==> config.mk <==
export PLATFORM = sky130hd
export DESIGN_NAME = sdc_shadow_commit
export DESIGN_NICKNAME = d
export VERILOG_FILES = /design/src/rtl/sdc_pkg.sv /design/src/rtl/sdc_go_flag.sv /design/src/rtl/sdc_reg_slot.sv /design/src/rtl/sdc_shadow_commit.sv
export SDC_FILE = /design/constraint.sdc
export NUM_CORES = 1
export LEC_CHECK = 0
export BUFFER_PORTS_ARGS = -buffer_cell sky130_fd_sc_hd__buf_4
export CORE_MARGIN = 2
export CORE_UTILIZATION = 45
export DETAILED_ROUTE_END_ITERATION = 7
export PLACE_DENSITY = 0.73
export SLEW_MARGIN = 10
export SYNTH_ARGS = -nofsm -noshare
export SYNTH_HDL_FRONTEND = slang
export SYNTH_SLANG_ARGS = --single-unit
==> constraint.sdc <==
create_clock -name clk -period 1.65 [get_ports clk]
set_input_delay 0.495 -clock clk [delete_from_list [all_inputs] [get_ports clk]]
set_output_delay 0.495 -clock clk [all_outputs]
set_load 0.01 [all_outputs]
==> src/rtl/sdc_pkg.sv <==
package sdc_pkg;
  localparam int PANEL_GO_BIT   = 5;
  localparam int DIGITAL_GO_BIT = 6;

  // Reset value of register idx, before truncation to the data width.
  function automatic logic [31:0] default_value(input int idx);
    return 32'((idx + 1) * 37);
  endfunction

  // A register is copied when an event on any path it belongs to commits.
  function automatic logic copy_hit(input logic on_panel, input logic on_digital,
                                    input logic panel_commit, input logic digital_commit);
    return (on_panel & panel_commit) | (on_digital & digital_commit);
  endfunction

  // Flag update: a commit clears the flag, an arming write sets it, and the clear wins.
  function automatic logic go_next(input logic go, input logic arm, input logic commit);
    return commit ? 1'b0 : (arm ? 1'b1 : go);
  endfunction
endpackage

==> src/rtl/sdc_go_flag.sv <==
module sdc_go_flag (
  input  logic clk,
  input  logic rst_n,
  input  logic arm,
  input  logic frame_evt,
  output logic go,
  output logic commit
);
  assign commit = go & frame_evt;

  always_ff @(posedge clk) begin
    if (!rst_n) go <= 1'b0;
    else        go <= sdc_pkg::go_next(go, arm, commit);
  end
endmodule

==> src/rtl/sdc_reg_slot.sv <==
module sdc_reg_slot #(
  parameter int DATA_W = 16,
  parameter logic [DATA_W-1:0] RESET_VAL = '0
) (
  input  logic              clk,
  input  logic              rst_n,
  input  logic              wr_hit,
  input  logic [DATA_W-1:0] wr_data,
  input  logic              copy,
  output logic [DATA_W-1:0] shadow,
  output logic [DATA_W-1:0] active
);
  always_ff @(posedge clk) begin
    if (!rst_n) begin
      shadow <= RESET_VAL;
      active <= RESET_VAL;
    end else begin
      if (wr_hit) shadow <= wr_data;
      if (copy)   active <= shadow;  // the value before a same-cycle write
    end
  end
endmodule

==> src/rtl/sdc_shadow_commit.sv <==
module sdc_shadow_commit #(
  parameter int NUM_REGS = 8,
  parameter int DATA_W   = 16,
  parameter logic [NUM_REGS-1:0] PANEL_MAP   = 8'h1F,
  parameter logic [NUM_REGS-1:0] DIGITAL_MAP = 8'hE3,
  localparam int ADDR_W    = $clog2(NUM_REGS + 1),
  localparam int CTRL_ADDR = NUM_REGS
) (
  input  logic                       clk,
  input  logic                       rst_n,
  input  logic                       wr_en,
  input  logic [ADDR_W-1:0]          wr_addr,
  input  logic [DATA_W-1:0]          wr_data,
  input  logic                       panel_evt,
  input  logic                       digital_evt,
  output logic [NUM_REGS*DATA_W-1:0] active_flat,
  output logic                       panel_go,
  output logic                       digital_go
);
  // Named internal events, brought out for the checker.
  logic                       ctrl_hit;
  logic                       panel_arm;
  logic                       digital_arm;
  logic                       panel_commit;
  logic                       digital_commit;
  logic [NUM_REGS-1:0]        copy_vec;
  logic [NUM_REGS*DATA_W-1:0] shadow_flat;

  assign ctrl_hit    = wr_en && (wr_addr == ADDR_W'(CTRL_ADDR));
  assign panel_arm   = ctrl_hit && wr_data[sdc_pkg::PANEL_GO_BIT];
  assign digital_arm = ctrl_hit && wr_data[sdc_pkg::DIGITAL_GO_BIT];

  sdc_go_flag u_panel_flag (
    .clk(clk), .rst_n(rst_n), .arm(panel_arm), .frame_evt(panel_evt),
    .go(panel_go), .commit(panel_commit)
  );

  sdc_go_flag u_digital_flag (
    .clk(clk), .rst_n(rst_n), .arm(digital_arm), .frame_evt(digital_evt),
    .go(digital_go), .commit(digital_commit)
  );

  for (genvar i = 0; i < NUM_REGS; i++) begin : g_slot
    logic wr_hit;
    assign wr_hit      = wr_en && (wr_addr == ADDR_W'(i));
    assign copy_vec[i] = sdc_pkg::copy_hit(PANEL_MAP[i], DIGITAL_MAP[i],
                                           panel_commit, digital_commit);
    sdc_reg_slot #(
      .DATA_W(DATA_W),
      .RESET_VAL(DATA_W'(sdc_pkg::default_value(i)))
    ) u_slot (
      .clk(clk), .rst_n(rst_n), .wr_hit(wr_hit), .wr_data(wr_data),
      .copy(copy_vec[i]),
      .shadow(shadow_flat[i*DATA_W +: DATA_W]),
      .active(active_flat[i*DATA_W +: DATA_W])
    );
  end
endmodule

==> results of run 1 <==
sequential cells by signal, indices dropped and copies added, names as in the netlist:
signal,flops
g_slot.u_slot.active,128
g_slot.u_slot.shadow,128
u_digital_flag.go,1
u_panel_flag.go,1
synth_stat cells:
| library cell | number | area (um^2) |
|---|---|---|
| and2_1 | 3 | 18.77 |
| and2b_2 | 1 | 8.760 |
| nand3_2 | 1 | 10.01 |
| or2_2 | 1 | 6.260 |
| o31ai_1 | 1 | 7.510 |
| nor3b_2 | 1 | 12.51 |
| a21oi_1 | 6 | 30.03 |
| buf_2 | 7 | 35.03 |
| nand4b_1 | 2 | 17.52 |
| nand2_1 | 372 | 1396 |
| dfxtp_1 | 258 | 5165 |
| a21boi_0 | 98 | 735.7 |
| mux2i_1 | 121 | 1211 |
| nor4b_1 | 1 | 8.760 |
| inv_1 | 3 | 11.26 |
| o211ai_1 | 4 | 30.03 |
| nand2b_1 | 6 | 37.54 |
| nor2_1 | 2 | 7.510 |
| a22oi_1 | 1 | 7.510 |
| buf_4 | 3 | 22.52 |
| buf_8 | 1 | 15.01 |
| nand2_2 | 1 | 6.260 |
| nand3_1 | 33 | 165.2 |
| nand3b_1 | 1 | 7.510 |
| or3_1 | 1 | 6.260 |
| o21ai_0 | 3 | 15.01 |
| buf_1 | 9 | 33.78 |
| nor2b_1 | 36 | 225.2 |
| buf_6 | 4 | 45.04 |
| clkbuf_1 | 47 | 176.4 |
| a22o_1 | 1 | 8.760 |
| or4_1 | 1 | 7.510 |
final timing paths:
kind	endpoint	slack, ns	cells past startpoint	from
max	panel_go	0.06	1	u_panel_flag.go
min	g_slot[2].u_slot.shadow[1]	0.28	3	wr_data[1]
max reg2reg	g_slot[1].u_slot.active[9]	0.31	4	u_panel_flag.go
min reg2reg	g_slot[3].u_slot.shadow[15]	0.46	2	g_slot[3].u_slot.shadow[15]
report_power, final:
| group | total [W] | internal, W | leakage [nW] | switching, W |
|---|---|---|---|---|
| sequential | 0.00630 | 0.00628 | 2.08 | 0.0000258 |
| clock | 0.00609 | 0.00370 | 0.445 | 0.00239 |
| combinational | 0.000512 | 0.000214 | 2.81 | 0.000298 |
| total | 0.0129 | 0.0102 | 5.34 | 0.00272 |
routing by layer:
metal / track usage (%) / vias to the layer above / wire length, um
met4: 4.952 / 0 / 345
li1: - / 3660 / -
met3: 3.823 / 26 / 1369
met2: 35.99 / 164 / 11530
met1: 28.65 / 3547 / 11030
met5: 0 / - / 0
timing repair:
| action | CTS | global route |
|---|---|---|
| gates resized for setup | 2 | 0 |
| endpoints found under the setup margin | 2 | 0 |
| buffers inserted | 0 | 0 |
| hold buffers | 0 | 0 |
final cells by class:
class,instances,area (um^2)
Inverter,3,11.26
Tap cell,275,344.1
Clock inverter,9,131.4
Sequential cell,258,5167
Timing Repair Buffer,197,1683
Clock buffer,38,767.0
Multi-Input combinational cell,698,4000
Fill cell,1822,8785
cells by family after synthesis:
| kind of cell | Yosys count | share of synthesized area (%) |
|---|---|---|
| mux | 121 | 12.76 |
| simple gates | 463 | 20.46 |
| compound gates | 114 | 8.793 |
| buf+inv | 74 | 3.572 |
| flops | 258 | 54.42 |
metrics by stage:
stage	cell area, um^2	hold slack, ns
after detailed placement	11200	0.4493
after CTS	12100	0.2678
after floorplan	9492	0.4316
final	12100	0.2808
after global placement	11200	0.4430
after global routing	12100	0.2941
==> qor.txt, run 1 <==
number of global-route vias before repair: 7052
worst vdd ir: 0.6838 mV
# diodes: 0
Clock Tree Buf Depth: 3
final RePlAce weighted congestion: 0.8136
Worst Path Arrival: 1.09 ns
# clock sinks: 258
H-Tree Depth: 1
WL per Instance: 16.42 um
Pwr Total: 0.01291 W
Post-Syn Area per Cell: 9.215 um^2
Tmin final: 1.585 ns
first-pass GRT wire length: 37.53 mm
die area: 0.02227 mm^2
Root Buffer Master: clkbuf_16
Rel. slew slack: 67.67%
Critical Path Start Type: flop
drt drc: 0
Worst setup EP type: output pin
pre-CTS WS: -0.03338 ns
WP data required: 1.15 ns
drt pass-1 iters: 5
Via density: 5.005
commonest non-fill, non-tap cells in the layout: 372 x nand2_1, 256 x dfxtp_1, 180 x buf_4
initial antenna violation count: 0
initial core utilization: 45.44%
IO buf count: 154
Synth cell types: 32
drt initial violations: 442
status: finished clean
Crit-path slowest cell: dfxtp_2
setup TNS: 0 ns
TritonCTS clock tree: built
Row Count: 53
die height: 149.2 um
most common cell after layout, fill and taps aside: nand2_1
worst setup margin: 0.06483 ns
Pwr Density: 1066 mW/mm^2
Syn. warnings: 0
Worst Hold Class: input port to flop
Buf/Inv on CP: 1
placed insts: 1431
clk slew on worst S/H paths: 0.06 ns
Post-Syn Instances: 1030
Setup CP Type: flop to output pin
final wirelength: 24.28 mm
Layout Skew: 0.01152 ns
Vias: 7397
final hold viol count: 0
Slew Limit Fails: 0
total congestion overflow: 0
area of the core: 0.02089 mm^2
CP peak stage delay: 0.42 ns
die width: 149.2 um
synthesis-to-layout area growth: 27.52%
All-Layer GR Usage: 21.36%
sequential-to-total area share from yosys stat: 54.42%
synthesized cell area: 0.009492 mm^2
largest net degree at the start of global routing: 57
period utilization: 96.07%
RSZ-0062 raised after global routing: no
CTS buffer count: 27
Clock Latency Late Sink: 0.52 ns
Slew @ Worst Pin: 0.4838 ns
Fmax: 630.8 MHz
layout cells sized above 1: 20.62%
Post-Layout Cell Count: 1478
Synth Register Bits: 258
dpl hpwl: 16.25 mm
critical path's top delay family: flip-flops
I/O pin count: 155
post-layout util: 57.95%
crit-path cells: buf_4
Leak: 5.342 nW
Synthesized Nets: 1055
final-report setup violation count: 0
Final ANT Viol Nets: 0
CP max FO: 7
nets@finish: 1210
max_cap viols: 0
Note: power is estimated with default switching activity, not from simulation.
==> inputs of run 2 (changes only) <==
--- a/config.mk
+++ b/config.mk
@@ -9,6 +9,7 @@
 export CORE_MARGIN = 2
 export CORE_UTILIZATION = 45
 export DETAILED_ROUTE_END_ITERATION = 7
+export MAX_ROUTING_LAYER = met4
 export PLACE_DENSITY = 0.73
 export SLEW_MARGIN = 10
 export SYNTH_ARGS = -nofsm -noshare
==> run 2 against run 1 <==
Compared with the run above: sequential power about the same; total power about the same; sequential cell count unchanged; global-route usage increased by 0.65 points; clock skew increased by 0.00098 ns; final cell count unchanged; first-iteration DRC count increased by 0.90%; non-clock buffer count unchanged; via count increased by 0.24%; largest power group unchanged; die area unchanged; largest cell class unchanged; worst setup slack about the same.
==> qor.txt, run 2 (synthesis results as in run 1) <==
status: finished clean
CP peak stage delay: 0.42 ns (about the same)
final-report setup violation count: 0 (unchanged)
drt drc: 0 (unchanged)
metal3 WL: 1.307 mm (-4.5%)
most common cell after layout, fill and taps aside: nand2_1
period utilization: 96.07% (about the same)
largest net degree at the start of global routing: 57 (unchanged)
Worst setup EP type: output pin
drt pass-1 iters: 5 (unchanged)
number of global-route vias before repair: 7044 (-0.11%)
All-Layer GR Usage: 22.01% (+0.65 points)
dpl hpwl: 16.25 mm (unchanged)
Design Area, Final: 0.01210 mm^2 (unchanged)
Leak: 5.342 nW (unchanged)
CP max FO: 7 (unchanged)
crit-path cells: buf_4
total congestion overflow: 0 (unchanged)
WL per Instance: 16.42 um (about the same)
H-Tree Depth: 1 (unchanged)
initial antenna violation count: 0 (unchanged)
# diodes: 0 (unchanged)
drt initial violations: 446 (+0.90%)
Setup CP Type: flop to output pin
Rel. slew slack: 67.93% (+0.25 points)
worst setup margin: 0.06484 ns (+0.00001480 ns)
Fmax: 630.9 MHz (about the same)
Pwr Density: 1066 mW/mm^2 (about the same)
CTS buffer count: 27 (unchanged)
Slew Limit Fails: 0 (unchanged)
Layout Skew: 0.01250 ns (+0.0009777 ns)
Worst Hold Class: input port to flop
Post-Layout Cell Count: 1478 (unchanged)
critical path's top delay family: flip-flops
Crit-path slowest cell: dfxtp_2
layout cells sized above 1: 20.62% (unchanged)
Critical Path Start Type: flop
final wirelength: 24.27 mm (about the same)
die height: 149.2 um (unchanged)
placed insts: 1431 (unchanged)
WP data required: 1.15 ns (about the same)
Worst Path Arrival: 1.09 ns (about the same)
# clock sinks: 258 (unchanged)
RSZ-0062 raised after global routing: no
met2 routed WL: 11.50 mm (-0.28%)
Met1 Wirelength: 11.12 mm (+0.78%)
biggest regs: g_slot.u_slot.active x128, g_slot.u_slot.shadow x128
IO buf count: 154 (unchanged)
Row Count: 53 (unchanged)
worst vdd ir: 0.6840 mV (about the same)
Via density: 5.017 (+0.24%)
synthesis-to-layout area growth: 27.52% (unchanged)
initial core utilization: 45.44% (unchanged)
Clock Tree Buf Depth: 3 (unchanged)
area of the core: 0.02089 mm^2 (unchanged)
Tmin final: 1.585 ns (-0.00001480 ns)
WHS: 0.2811 ns (+0.0002260 ns)
first-pass GRT wire length: 37.56 mm (about the same)
Post-CTS Resized: 2 (unchanged)
Hold Buf Count CTS: 0 (unchanged)
post-CTS setup buffers: 0 (unchanged)
Slew @ Worst Pin: 0.4800 ns (-0.003798 ns)
top layer in use: met4
I/O pin count: 155 (unchanged)
die area: 0.02227 mm^2 (unchanged)
max_cap viols: 0 (unchanged)
commonest non-fill, non-tap cells in the layout: 372 x nand2_1, 256 x dfxtp_1, 180 x buf_4
clk slew on worst S/H paths: 0.06 ns (about the same)
Vias: 7415 (+0.24%)
pre-CTS WS: -0.03338 ns (unchanged)
Root Buffer Master: clkbuf_16
Pwr Total: 0.01290 W (about the same)
nets@finish: 1210 (unchanged)
final hold viol count: 0 (unchanged)
Clock Latency Late Sink: 0.52 ns (about the same)
placed cell areas: 0.01120 mm^2 (unchanged)
final RePlAce weighted congestion: 0.8257 (+1.5%)
die width: 149.2 um (unchanged)
Final ANT Viol Nets: 0 (unchanged)
Buf/Inv on CP: 1 (unchanged)
TritonCTS clock tree: built
==> run 2: cell counts in the layout (fill, tap and decap cells not counted) <==
Identical to the previous run, type by type.
==> run 2: report_power, final <==
part | internal (W) | leakage [nW] | total [W] | switching [W]
Combinational | 0.000214 | 2.81 | 0.000513 | 0.000298
Clock | 0.00370 | 0.445 | 0.00609 | 0.00239
Sequential | 0.00628 | 2.08 | 0.00630 | 0.0000259
==> run 2: per-stage QoR <==
stage	util [%]	setup TNS [ns]
2_1_floorplan	-	0
3_3_place_gp	53.63	-0.2761
3_5_place_dp	53.63	-0.3090
4_1_cts	57.95	0
5_1_grt	57.95	0
6_report	57.95	0
==> run 2: worst min-delay path, stage by stage <==
cell and delay, ns:
buf_4 0.10, nor2b_1 0.06, mux2i_1 0.11
==> run 2: path summary, 6_finish.rpt <==
check             slack [ns]                         from  cells after the start                     endpoint
hold / removal          0.28                   wr_data[1]                      3   g_slot[2].u_slot.shadow[1]
hold reg to reg         0.46  g_slot[3].u_slot.shadow[15]                      2  g_slot[3].u_slot.shadow[15]
setup / recovery        0.06              u_panel_flag.go                      1                     panel_go
setup reg to reg        0.31              u_panel_flag.go                      4   g_slot[1].u_slot.active[9]
==> run 2: layout make-up <==
| class | instances | area, um^2 |
|---|---|---|
| fill | 1822 | 8785 |
| sequential | 258 | 5167 |
| multi-input combinational | 698 | 4000 |
| timing repair buffer | 197 | 1683 |
| clock buffer | 38 | 767.0 |
| tap | 275 | 344.1 |
| clock inverter | 9 | 131.4 |
| inverter | 3 | 11.26 |
==> run 2: metal layers <==
metal	vias up	GRT usage (%)
met4	0	4.952
met1	3547	28.90
li1	3659	-
met5	-	-
met2	183	35.97
met3	26	3.547
==> inputs of run 3 (changes only) <==
--- a/config.mk
+++ b/config.mk
@@ -11,6 +11,7 @@
 export DETAILED_ROUTE_END_ITERATION = 7
 export MAX_ROUTING_LAYER = met4
 export PLACE_DENSITY = 0.73
+export RECOVER_POWER = 25
 export SLEW_MARGIN = 10
 export SYNTH_ARGS = -nofsm -noshare
 export SYNTH_HDL_FRONTEND = slang
==> run 3 against run 2 <==
Compared with the run above: critical path depth did not move; utilization fell by 0.71 points; highest routed layer unchanged; design area fell by 1.2%; via count fell by 0.20%; maximum frequency barely moved; sequential power barely moved; combinational power fell by 4.5%; global-route usage did not move; clock skew barely moved; non-clock buffer count did not move; sequential share of layout area rose by 0.53 points; first-iteration DRC count fell by 4.5%.
==> qor.txt, run 3 (synthesis results as in run 1) <==
Clock Tree Buf Depth: 3 (unchanged)
Worst setup EP type: output pin
Post-Layout Cell Count: 1478 (unchanged)
Setup CP Type: flop to output pin
Crit-path slowest cell: dfxtp_2
placed insts: 1431 (unchanged)
synthesis-to-layout area growth: 25.96%
drt drc: 0 (unchanged)
Layout Skew: 0.01258 ns (+0.00008130 ns)
post-layout util: 57.23% (-0.71 points)
layout cells sized above 1: 20.03% (-0.58 points)
Slew @ Worst Pin: 0.6653 ns (+0.1854 ns)
Row Count: 53 (unchanged)
Root Buffer Master: clkbuf_16
Via density: 5.007 (-0.20%)
Vias: 7400 (-0.20%)
Final ANT Viol Nets: 0 (unchanged)
total congestion overflow: 0 (unchanged)
largest net degree at the start of global routing: 57 (unchanged)
CP peak stage delay: 0.42 ns (about the same)
WP data required: 1.15 ns (about the same)
CP max FO: 7 (unchanged)
RSZ-0062 raised after global routing: no
setup TNS: 0 ns (unchanged)
max_cap viols: 0 (unchanged)
Critical Path Start Type: flop
TritonCTS clock tree: built
All-Layer GR Usage: 22.01% (unchanged)
CTS buffer count: 27 (unchanged)
# diodes: 0 (unchanged)
commonest non-fill, non-tap cells in the layout: 373 x nand2_1, 256 x dfxtp_1, 176 x buf_4
final-report setup violation count: 0 (unchanged)
critical path's top delay family: flip-flops
# clock sinks: 258 (unchanged)
die width: 149.2 um (unchanged)
nets@finish: 1210 (unchanged)
die height: 149.2 um (unchanged)
most common cell after layout, fill and taps aside: nand2_1
number of global-route vias before repair: 7044 (unchanged)
dpl hpwl: 16.25 mm (unchanged)
worst setup margin: 0.06331 ns (-0.001533 ns)
final hold viol count: 0 (unchanged)
Pwr Total: 0.01288 W (-0.19%)
period utilization: 96.16% (about the same)
crit-path cells: buf_4
worst vdd ir: 0.6822 mV (-0.27%)
Pwr Density: 1077 mW/mm^2 (+1.1%)
die area: 0.02227 mm^2 (unchanged)
first-pass GRT wire length: 37.56 mm (unchanged)
final wirelength: 24.28 mm (about the same)
Slew Limit Fails: 0 (unchanged)
status: finished clean
Worst Path Arrival: 1.09 ns (about the same)
pre-CTS WS: -0.03338 ns (unchanged)
Clock Latency Late Sink: 0.52 ns (about the same)
Buf/Inv on CP: 1 (unchanged)
drt pass-1 iters: 5 (unchanged)
Rel. slew slack: 55.64% (-12 points)
initial antenna violation count: 0 (unchanged)
Leak: 5.280 nW (-1.2%)
FILL cells: 1843 (+1.2%)
Worst Hold Class: input port to flop
H-Tree Depth: 1 (unchanged)
I/O pin count: 155 (unchanged)
IO buf count: 154 (unchanged)
biggest regs: g_slot.u_slot.active x128, g_slot.u_slot.shadow x128
initial core utilization: 45.44% (unchanged)
Tmin final: 1.587 ns (+0.001533 ns)
WL per Instance: 16.42 um (about the same)
clk slew on worst S/H paths: 0.06 ns (about the same)
area of the core: 0.02089 mm^2 (unchanged)
Fmax: 630.2 MHz (about the same)
post-CTS setup buffers: 0 (unchanged)
drt initial violations: 426 (-4.5%)
final RePlAce weighted congestion: 0.8257 (unchanged)
run 3: what timing repair did:
action,CTS,global route
endpoints found under the setup margin,2,0
hold buffers,0,0
gates resized for setup,2,0
run 3: layout make-up:
cell class                      count  area (um^2)  share of cell area, %
Multi-Input combinational cell    698         3981                  33.30
Tap cell                          275        344.1                  2.878
Clock buffer                       38        767.0                  6.416
Sequential cell                   258         5167                  43.22
Inverter                            3        11.26                0.09419
Timing Repair Buffer              197         1553                  12.99
Clock inverter                      9        131.4                  1.099
run 3: layer usage:
metal	vias to the layer above	GRT usage [%]	part of all wire, %
met1	3539	28.90	46
met2	176	35.97	48
li1	3659	-	-
met4	0	4.952	1.4
met5	-	-	0
met3	26	3.547	5.5
run 3: per-stage QoR:
stage / instance area (um^2) / hold slack [ns]
CTS: 12100 / 0.2678
detailed placement: 11200 / 0.4493
global placement: 11200 / 0.4430
finish: 11960 / 0.2781
global route: 11960 / 0.2937
floorplan: 9492 / 0.4316
run 3: worst paths after layout:
check	from	end	slack [ns]	cells past startpoint
setup reg to reg	u_panel_flag.go	g_slot[2].u_slot.active[11]	0.14	4
hold / removal	wr_data[1]	g_slot[2].u_slot.shadow[1]	0.28	3
hold reg to reg	g_slot[3].u_slot.shadow[15]	g_slot[3].u_slot.shadow[15]	0.46	2
setup / recovery	u_panel_flag.go	panel_go	0.06	1
run 3: where the power goes:
group | internal (W) | switching [W] | total [W]
logic | 0.000197 | 0.000294 | 0.000490
registers | 0.00628 | 0.0000258 | 0.00630
clock network | 0.00370 | 0.00239 | 0.00608
